`src/rtl/xc_pkg.sv`:
```
// Shared types for the translation cache.
// Assumes: nothing beyond IEEE 1800-2017.
package xc_pkg;

    // Permission bits held with every cached translation.
    typedef struct packed {
        logic user_ok;   // page reachable from user mode
        logic wr_ok;     // page writable
    } xc_perm_t;

    // Privilege level that counts as user mode.
    localparam logic [1:0] XC_PRIV_USER = 2'd3;

endpackage

```
`src/rtl/xc_way_match.sv`:
```
// Parallel tag compare over the ways of one set.
// Assumes: at most one valid way matches (the fill path keeps tags unique),
// so the encoded way is meaningful whenever hit is high.
module xc_way_match #(
    parameter int WAYS  = 4,
    parameter int TAG_W = 24,
    parameter int WAY_W = 2
) (
    input  logic [WAYS-1:0][TAG_W-1:0] tags,
    input  logic [WAYS-1:0]            vld,
    input  logic [TAG_W-1:0]           key,
    output logic [WAYS-1:0]            hit_vec,
    output logic                       hit,
    output logic [WAY_W-1:0]           hit_way
);

    // One comparator per way.
    for (genvar w = 0; w < WAYS; w++) begin : g_cmp
        assign hit_vec[w] = vld[w] && (tags[w] == key);
    end

    assign hit = |hit_vec;

    // Encode the matching way into an index.
    always_comb begin
        hit_way = '0;
        for (int w = 0; w < WAYS; w++) begin
            if (hit_vec[w]) hit_way = WAY_W'(w);
        end
    end

endmodule

```
`src/rtl/xc_age_tracker.sv`:
```
// Recency order of the ways of one set, kept as one age per way.
// Age 0 is most recent and WAYS-1 is the oldest. The ages always form a
// permutation of 0..WAYS-1, so exactly one way carries the oldest age.
// Assumes: one touch per cycle; clear has priority over touch.
module xc_age_tracker #(
    parameter int WAYS  = 4,
    parameter int WAY_W = 2
) (
    input  logic             clk,
    input  logic             rst_n,
    input  logic             clear,
    input  logic             touch_en,
    input  logic [WAY_W-1:0] touch_way,
    output logic [WAY_W-1:0] oldest_way
);

    logic [WAY_W-1:0] age_q [WAYS];

    // Age update: reset or clear to way order, a touch moves a way to age 0.
    always_ff @(posedge clk) begin
        if (!rst_n || clear) begin
            for (int w = 0; w < WAYS; w++) age_q[w] <= WAY_W'(w);
        end else if (touch_en) begin
            for (int w = 0; w < WAYS; w++) begin
                if (WAY_W'(w) == touch_way)
                    age_q[w] <= '0;
                else if (age_q[w] < age_q[touch_way])
                    age_q[w] <= age_q[w] + 1'b1;
            end
        end
    end

    // Find the way that carries the oldest age.
    always_comb begin
        oldest_way = '0;
        for (int w = 0; w < WAYS; w++) begin
            if (age_q[w] == WAY_W'(WAYS - 1)) oldest_way = WAY_W'(w);
        end
    end

endmodule

```
`src/rtl/xc_perm_check.sv`:
```
// Protection check for one demand access against the permissions of a page.
// Assumes: the caller gates the result with the hit of the same lookup.
module xc_perm_check
    import xc_pkg::*;
(
    input  logic       [1:0] priv,
    input  logic             force_sup,
    input  logic             is_write,
    input  logic             prefetch,
    input  xc_perm_t         perm,
    output logic             fault
);

    logic user_mode;
    logic violation;

    // User mode unless the request forces supervisor treatment.
    assign user_mode = (priv == XC_PRIV_USER) && !force_sup;

    // Either rule may be broken; prefetches never report it.
    assign violation = (user_mode && !perm.user_ok) || (is_write && !perm.wr_ok);
    assign fault     = !prefetch && violation;

endmodule

```
`src/rtl/xc_tlb.sv`:
```
// Set-associative virtual-to-physical translation cache.
// Lookups compare {pid, vpn} across the ways of one set. A hit answers after
// the accepting edge; a miss stalls the port and answers MISS_LAT cycles after
// acceptance. Fills pick: the matching way, else the lowest empty way, else the
// oldest way. Assumes ENTRIES and WAYS are powers of two, WAYS <= ENTRIES,
// MISS_LAT >= 1. A fill and a recency-updating hit to the same set in the same
// cycle: the fill's recency update is the one kept.
module xc_tlb
    import xc_pkg::*;
#(
    parameter int ENTRIES   = 16,
    parameter int WAYS      = 4,
    parameter int VA_W      = 32,
    parameter int PA_W      = 32,
    parameter int PAGE_BITS = 12,
    parameter int PID_W     = 4,
    parameter int MISS_LAT  = 3
) (
    input  logic                      clk,
    input  logic                      rst_n,
    input  logic                      flush,
    input  logic                      lk_valid,
    output logic                      lk_ready,
    input  logic [VA_W-1:0]           lk_vaddr,
    input  logic [PID_W-1:0]          lk_pid,
    input  logic                      lk_touch,
    input  logic                      lk_write,
    input  logic [1:0]                lk_priv,
    input  logic                      lk_force_sup,
    input  logic                      lk_prefetch,
    output logic                      rsp_valid,
    output logic                      rsp_hit,
    output logic                      rsp_fault,
    output logic [PA_W-1:0]           rsp_paddr,
    input  logic                      ins_valid,
    input  logic [VA_W-PAGE_BITS-1:0] ins_vpn,
    input  logic [PID_W-1:0]          ins_pid,
    input  logic [PA_W-PAGE_BITS-1:0] ins_pfn,
    input  logic                      ins_user_ok,
    input  logic                      ins_wr_ok
);

    localparam int SETS   = ENTRIES / WAYS;
    localparam int SET_W  = (SETS > 1) ? $clog2(SETS) : 1;
    localparam int WAY_W  = (WAYS > 1) ? $clog2(WAYS) : 1;
    localparam int IDX_W  = SET_W + WAY_W;
    localparam int VPN_W  = VA_W - PAGE_BITS;
    localparam int PFN_W  = PA_W - PAGE_BITS;
    localparam int TAG_W  = PID_W + VPN_W;
    localparam int CNT_W  = (MISS_LAT > 1) ? $clog2(MISS_LAT) : 1;
    localparam logic [SET_W-1:0] SET_MASK = SET_W'(SETS - 1);

    // ---------------- storage ----------------
    logic [TAG_W-1:0] tag_q  [ENTRIES];
    logic [PFN_W-1:0] pfn_q  [ENTRIES];
    xc_perm_t         perm_q [ENTRIES];
    logic [ENTRIES-1:0] vld_q;

    // ---------------- lookup side ----------------
    logic [VPN_W-1:0]            lk_vpn;
    logic [SET_W-1:0]            lk_set;
    logic [TAG_W-1:0]            lk_key;
    logic [WAYS-1:0][TAG_W-1:0]  lk_tags;
    logic [WAYS-1:0]             lk_vld;
    logic [WAYS-1:0]             lk_hit_vec;
    logic                        lk_hit;
    logic [WAY_W-1:0]            lk_hit_way;
    logic [IDX_W-1:0]            lk_idx;
    logic                        lk_accept;
    logic                        lk_touch_fire;
    logic                        lk_fault_raw;
    logic                        lk_fault;
    logic [PA_W-1:0]             lk_paddr;

    assign lk_vpn = lk_vaddr[VA_W-1:PAGE_BITS];
    assign lk_set = lk_vpn[SET_W-1:0] & SET_MASK;
    assign lk_key = {lk_pid, lk_vpn};

    // Gather the tag image of the looked-up set.
    always_comb begin
        for (int w = 0; w < WAYS; w++) begin
            lk_tags[w] = tag_q[{lk_set, WAY_W'(w)}];
            lk_vld[w]  = vld_q[{lk_set, WAY_W'(w)}];
        end
    end

    xc_way_match #(.WAYS(WAYS), .TAG_W(TAG_W), .WAY_W(WAY_W)) i_lk_match (
        .tags    (lk_tags),
        .vld     (lk_vld),
        .key     (lk_key),
        .hit_vec (lk_hit_vec),
        .hit     (lk_hit),
        .hit_way (lk_hit_way)
    );

    assign lk_idx        = {lk_set, lk_hit_way};
    assign lk_accept     = lk_valid && lk_ready;
    assign lk_touch_fire = lk_accept && lk_hit && lk_touch;

    xc_perm_check i_perm (
        .priv      (lk_priv),
        .force_sup (lk_force_sup),
        .is_write  (lk_write),
        .prefetch  (lk_prefetch),
        .perm      (perm_q[lk_idx]),
        .fault     (lk_fault_raw)
    );

    assign lk_fault = lk_hit && lk_fault_raw;
    assign lk_paddr = (lk_hit && !lk_fault) ?
                      {pfn_q[lk_idx], lk_vaddr[PAGE_BITS-1:0]} : '0;

    // ---------------- fill side ----------------
    logic [SET_W-1:0]            ins_set;
    logic [TAG_W-1:0]            ins_key;
    logic [WAYS-1:0][TAG_W-1:0]  in_tags;
    logic [WAYS-1:0]             in_vld;
    logic [WAYS-1:0]             in_hit_vec;
    logic                        in_hit;
    logic [WAY_W-1:0]            in_hit_way;
    logic [WAY_W-1:0]            in_free_way;
    logic [WAY_W-1:0]            in_victim;
    logic [IDX_W-1:0]            ins_idx;
    logic [WAY_W-1:0]            set_oldest [SETS];

    assign ins_set = ins_vpn[SET_W-1:0] & SET_MASK;
    assign ins_key = {ins_pid, ins_vpn};

    // Gather the tag image of the filled set.
    always_comb begin
        for (int w = 0; w < WAYS; w++) begin
            in_tags[w] = tag_q[{ins_set, WAY_W'(w)}];
            in_vld[w]  = vld_q[{ins_set, WAY_W'(w)}];
        end
    end

    xc_way_match #(.WAYS(WAYS), .TAG_W(TAG_W), .WAY_W(WAY_W)) i_in_match (
        .tags    (in_tags),
        .vld     (in_vld),
        .key     (ins_key),
        .hit_vec (in_hit_vec),
        .hit     (in_hit),
        .hit_way (in_hit_way)
    );

    // Lowest-numbered empty way of the filled set.
    always_comb begin
        in_free_way = '0;
        for (int w = WAYS - 1; w >= 0; w--) begin
            if (!in_vld[w]) in_free_way = WAY_W'(w);
        end
    end

    // Way choice: rewrite a match, else take an empty way, else evict the oldest.
    always_comb begin
        if (in_hit)
            in_victim = in_hit_way;
        else if (!(&in_vld))
            in_victim = in_free_way;
        else
            in_victim = set_oldest[ins_set];
    end

    assign ins_idx = {ins_set, in_victim};

    // One recency tracker per set; a fill's touch beats a lookup's touch.
    for (genvar s = 0; s < SETS; s++) begin : g_set
        logic ins_here;
        logic lk_here;
        assign ins_here = ins_valid && (ins_set == SET_W'(s));
        assign lk_here  = lk_touch_fire && (lk_set == SET_W'(s));

        xc_age_tracker #(.WAYS(WAYS), .WAY_W(WAY_W)) i_age (
            .clk        (clk),
            .rst_n      (rst_n),
            .clear      (flush),
            .touch_en   (ins_here || lk_here),
            .touch_way  (ins_here ? in_victim : lk_hit_way),
            .oldest_way (set_oldest[s])
        );
    end

    // Entry array write: reset and flush empty it, a fill writes one way.
    always_ff @(posedge clk) begin
        if (!rst_n) begin
            vld_q <= '0;
            for (int e = 0; e < ENTRIES; e++) begin
                tag_q[e]  <= '0;
                pfn_q[e]  <= '0;
                perm_q[e] <= '0;
            end
        end else if (flush) begin
            vld_q <= '0;
        end else if (ins_valid) begin
            vld_q[ins_idx]  <= 1'b1;
            tag_q[ins_idx]  <= ins_key;
            pfn_q[ins_idx]  <= ins_pfn;
            perm_q[ins_idx] <= '{user_ok: ins_user_ok, wr_ok: ins_wr_ok};
        end
    end

    // ---------------- response ----------------
    logic             rsp_pend_q;
    logic [CNT_W-1:0] wait_q;
    logic             hit_q;
    logic             fault_q;
    logic [PA_W-1:0]  paddr_q;

    // Response register and miss-delay counter.
    always_ff @(posedge clk) begin
        if (!rst_n) begin
            rsp_pend_q <= 1'b0;
            wait_q     <= '0;
            hit_q      <= 1'b0;
            fault_q    <= 1'b0;
            paddr_q    <= '0;
        end else if (lk_accept) begin
            rsp_pend_q <= 1'b1;
            hit_q      <= lk_hit;
            fault_q    <= lk_fault;
            paddr_q    <= lk_paddr;
            wait_q     <= lk_hit ? '0 : CNT_W'(MISS_LAT - 1);
        end else if (rsp_pend_q) begin
            if (wait_q != '0)
                wait_q <= wait_q - 1'b1;
            else
                rsp_pend_q <= 1'b0;
        end
    end

    assign rsp_valid = rsp_pend_q && (wait_q == '0);
    assign lk_ready  = !(rsp_pend_q && (wait_q != '0));
    assign rsp_hit   = hit_q;
    assign rsp_fault = fault_q;
    assign rsp_paddr = paddr_q;

endmodule

```
`config.mk`:
```
export PLATFORM = sky130hd
export DESIGN_NAME = xc_tlb
export DESIGN_NICKNAME = d
export VERILOG_FILES = /design/src/rtl/xc_pkg.sv /design/src/rtl/xc_way_match.sv /design/src/rtl/xc_age_tracker.sv /design/src/rtl/xc_perm_check.sv /design/src/rtl/xc_tlb.sv
export SDC_FILE = /design/constraint.sdc
export NUM_CORES = 2
export LEC_CHECK = 0
export ABC_AREA = 1
export BUFFER_PORTS_ARGS = -buffer_cell sky130_fd_sc_hd__buf_2
export CORE_UTILIZATION = 40
export DETAILED_ROUTE_END_ITERATION = 8
export GPL_TIMING_DRIVEN = 1
export PLACE_DENSITY = 0.56
export SLEW_MARGIN = 25
export SYNTH_ARGS = -nofsm -noshare
export SYNTH_HDL_FRONTEND = slang
export SYNTH_HIERARCHICAL = 1
export SYNTH_SLANG_ARGS = --single-unit
```
`constraint.sdc`:
```
create_clock -name clk -period 12.6 [get_ports clk]
set_input_delay 3.78 -clock clk [delete_from_list [all_inputs] [get_ports clk]]
set_output_delay 3.78 -clock clk [all_outputs]
set_load 0.1 [all_outputs]
```
==> flow_summary.json <==
{
  "cts_tree": "yes",
  "clock_sinks": 821,
  "relSlewSlack_pct": 21.33,
  "ys.flop_type": "edfxtp_1",
  "nets": 4681,
  "max_freq_mhz": 100.6,
  "cts_buffer_depth": 3,
  "area_delta_synth_final_pct": 11.80,
  "finalCritPeriodShare_pct": 78.92,
  "dp_slack_ps": 2193,
  "grt_overflow": 0,
  "total_power_uw": 6479,
  "start_util_pct": 40.54,
  "first_pass_iters": 8,
  "peakVddDrop_v": 0.0001117,
  "gr-usage-all-layers_pct": 29.56,
  "seqCellArea_um2": 24120,
  "hp-class": "reg -> reg",
  "routed_wl_um": 162300,
  "die_h_um": 329.3,
  "rsz0062_at_grt": "no",
  "leakage_uw": 0.01807,
  "setup_slack_ps": 2656,
  "yosysTopAreaCell": "edfxtp_1",
  "path_clk_slew_ps": 60,
  "dp_cells": 5856,
  "dpl.hpwl_um": 95130,
  "io_buffers": 128,
  "ys_async_sr_fraction_pct": 0,
  "insertion_delay_ps": 700,
  "tns_ps": 0,
  "avgSynthCellArea_um2": 9.307,
  "hold_viol": 0,
  "cts_buffers": 92,
  "post_cts_buffers": 0,
  "worst_pin_slew_ps": 1180,
  "yosysWarnings": 6,
  "multi_input_area_um2": 15800,
  "fp.dieW_um": 329.3,
  "synth_edf_count": 768,
  "postCtsResizedCells": 0,
  "dr.first_iter.drc_count": 4464,
  "vias_per_cell": 5.928,
  "cts_hold_buf": 0,
  "synth_cells": 4605,
  "whs_ps": 455.8,
  "crit_slowest_cell": "a221oi_1",
  "final_common_cell": "nand2_1",
  "grt_pass1_vias": 34060,
  "core_area_um2": 105700,
  "drive_gt1_share_pct": 12.40,
  "p_per_area_nw_per_um2": 135.2,
  "htreeDepth": 3,
  "layout.cells.non_filler": 6031,
  "arrival_ps": 10340,
  "ios": 129,
  "synth.top_cell.area_share_pct": 53.81,
  "ys_ff_latch": 821,
  "grt_max_degree": 155,
  "synth_cell_types": 41,
  "start_kind": "primary input",
  "slowest_delay_ps": 530,
  "num-fill-cells": 10160,
  "synth.area.top_cells": "edfxtp_1 (54%), nand2_1 (7.1%), nor2_1 (5.3%)",
  "maxSlewViolCount": 0,
  "grt_antenna_before_repair": 8,
  "fp-row-count": 119,
  "worstSetupPathType": "in -> reg",
  "grt_pass1_wl_um": 235200,
  "outcome": "finished, violations left",
  "wl_per_cell_um": 26.92,
  "critPathCaptureType": "flip-flop",
  "root_buffer": "clkbuf_16",
  "path_max_fanout": 44,
  "finalClockSkew_ps": 39.51,
  "final_cell_mix": "nand2_1 (799), edfxtp_1 (768), nor2_1 (606), nor3_1 (454), inv_1 (433)",
  "maxCapViolCount": 0,
  "num_vias": 35750,
  "ant_nets": 0,
  "violations": "DRC",
  "drc": 12,
  "ys_seq_area_share_pct": 56.29,
  "syn_area_um2": 42860,
  "crit_top_cell": "nand2_1",
  "gp_congestion": 1.021,
  "required_ps": 13000,
  "finalCriticalPeriod_ps": 9944,
  "dieArea_um2": 108500,
  "finalSetupViolations": 0
}
per-stage QoR:
stage | area, µm² | util (%)
after floorplan | 42910 | -
after global routing | 47910 | 45.32
after CTS | 47890 | 45.30
after detailed placement | 44810 | 42.39
after global placement | 44740 | 42.33
final | 47920 | 45.33
final timing paths:
check | startpoint | end | slack [ps] | depth (start not counted)
max | ins_vpn[1] | g_set[3].i_age/age_q[3][0] | 2660 | 32
min | wait_q[0] | wait_q[0] | 460 | 1
max reg2reg | tag_q[6][18] | rsp_paddr[28] | 7110 | 24
min reg2reg | wait_q[0] | wait_q[0] | 460 | 1
cells by family (layout without fill, tap and decap cells):
group                    count (synthesis)  count (layout)  synth area share, %
AO/OA/AOI/OAI                          737             737                11.66
XOR/XNOR                                60              60                1.226
adder cells (fa/ha/maj)                 29              29               0.8466
buffers and inverters                  842             858                7.850
flip-flops                             821             821                56.29
other                                    1              20             0.008750
AND/OR/NAND/NOR                       2115            2115                22.12
power breakdown:
| part | internal (µW) | total (µW) | switching [µW] |
|---|---|---|---|
| clock | 1560 | 2750 | 1200 |
| sequential | 3060 | 3100 | 32.4 |
| combinational | 143 | 630 | 487 |
| total | 4760 | 6480 | 1720 |
flip-flops by register name, indices dropped and copies added, names as in the netlist, 2 cells and up:
| name | flops |
|---|---|
| tag_q | 384 |
| perm_q | 32 |
| rsp_paddr | 32 |
| vld_q | 16 |
| wait_q | 2 |
| pfn_q | 320 |
| g_set.i_age/age_q | 32 |
synthesized netlist by cell type (7+ instances only):
cell type and number:
nand2_1 814, edfxtp_1 768, nor2_1 609, nor3_1 455, inv_1 435, o21ai_0 237
clkbuf_1 232, a22oi_1 200, o221ai_1 191, nor3_2 86, buf_2 70, nand3_1 55
dfxtp_1 53, xnor2_1 52, inv_2 47, a21oi_1 40, nand2_2 33, buf_1 32
o22ai_1 31, ha_1 29, nand4_1 22, o21ai_1 20, buf_6 13, nand3_2 11
nor2_2 10, nor2_4 8, xor2_1 8, clkinv_1 7, o211ai_1 7
critical path: cells and delay by family:
kind                     cells  cell delay, ps
AO/OA/AOI/OAI                4            1320
buffers and inverters        8            1980
adder cells (fa/ha/maj)      1             370
AND/OR/NAND/NOR             19            2760
layer usage:
layer	up-vias	track usage, %	wire [µm]
li1	15890	-	-
met1	17410	39.68	64790
met2	2057	47.51	75320
met3	387	3.926	14600
met4	4	13.64	7598
met5	-	0	23
layout make-up:
type / instances / share of cell area [%]
timing repair buffer: 196 / 2.731
sequential: 821 / 50.34
inverter: 491 / 3.865
tap: 1391 / 3.632
clock inverter: 46 / 0.8695
multi-input combinational: 2957 / 32.98
antenna: 4 / 0.02089
clock buffer: 125 / 5.559
(Power assumes the default switching activity.)
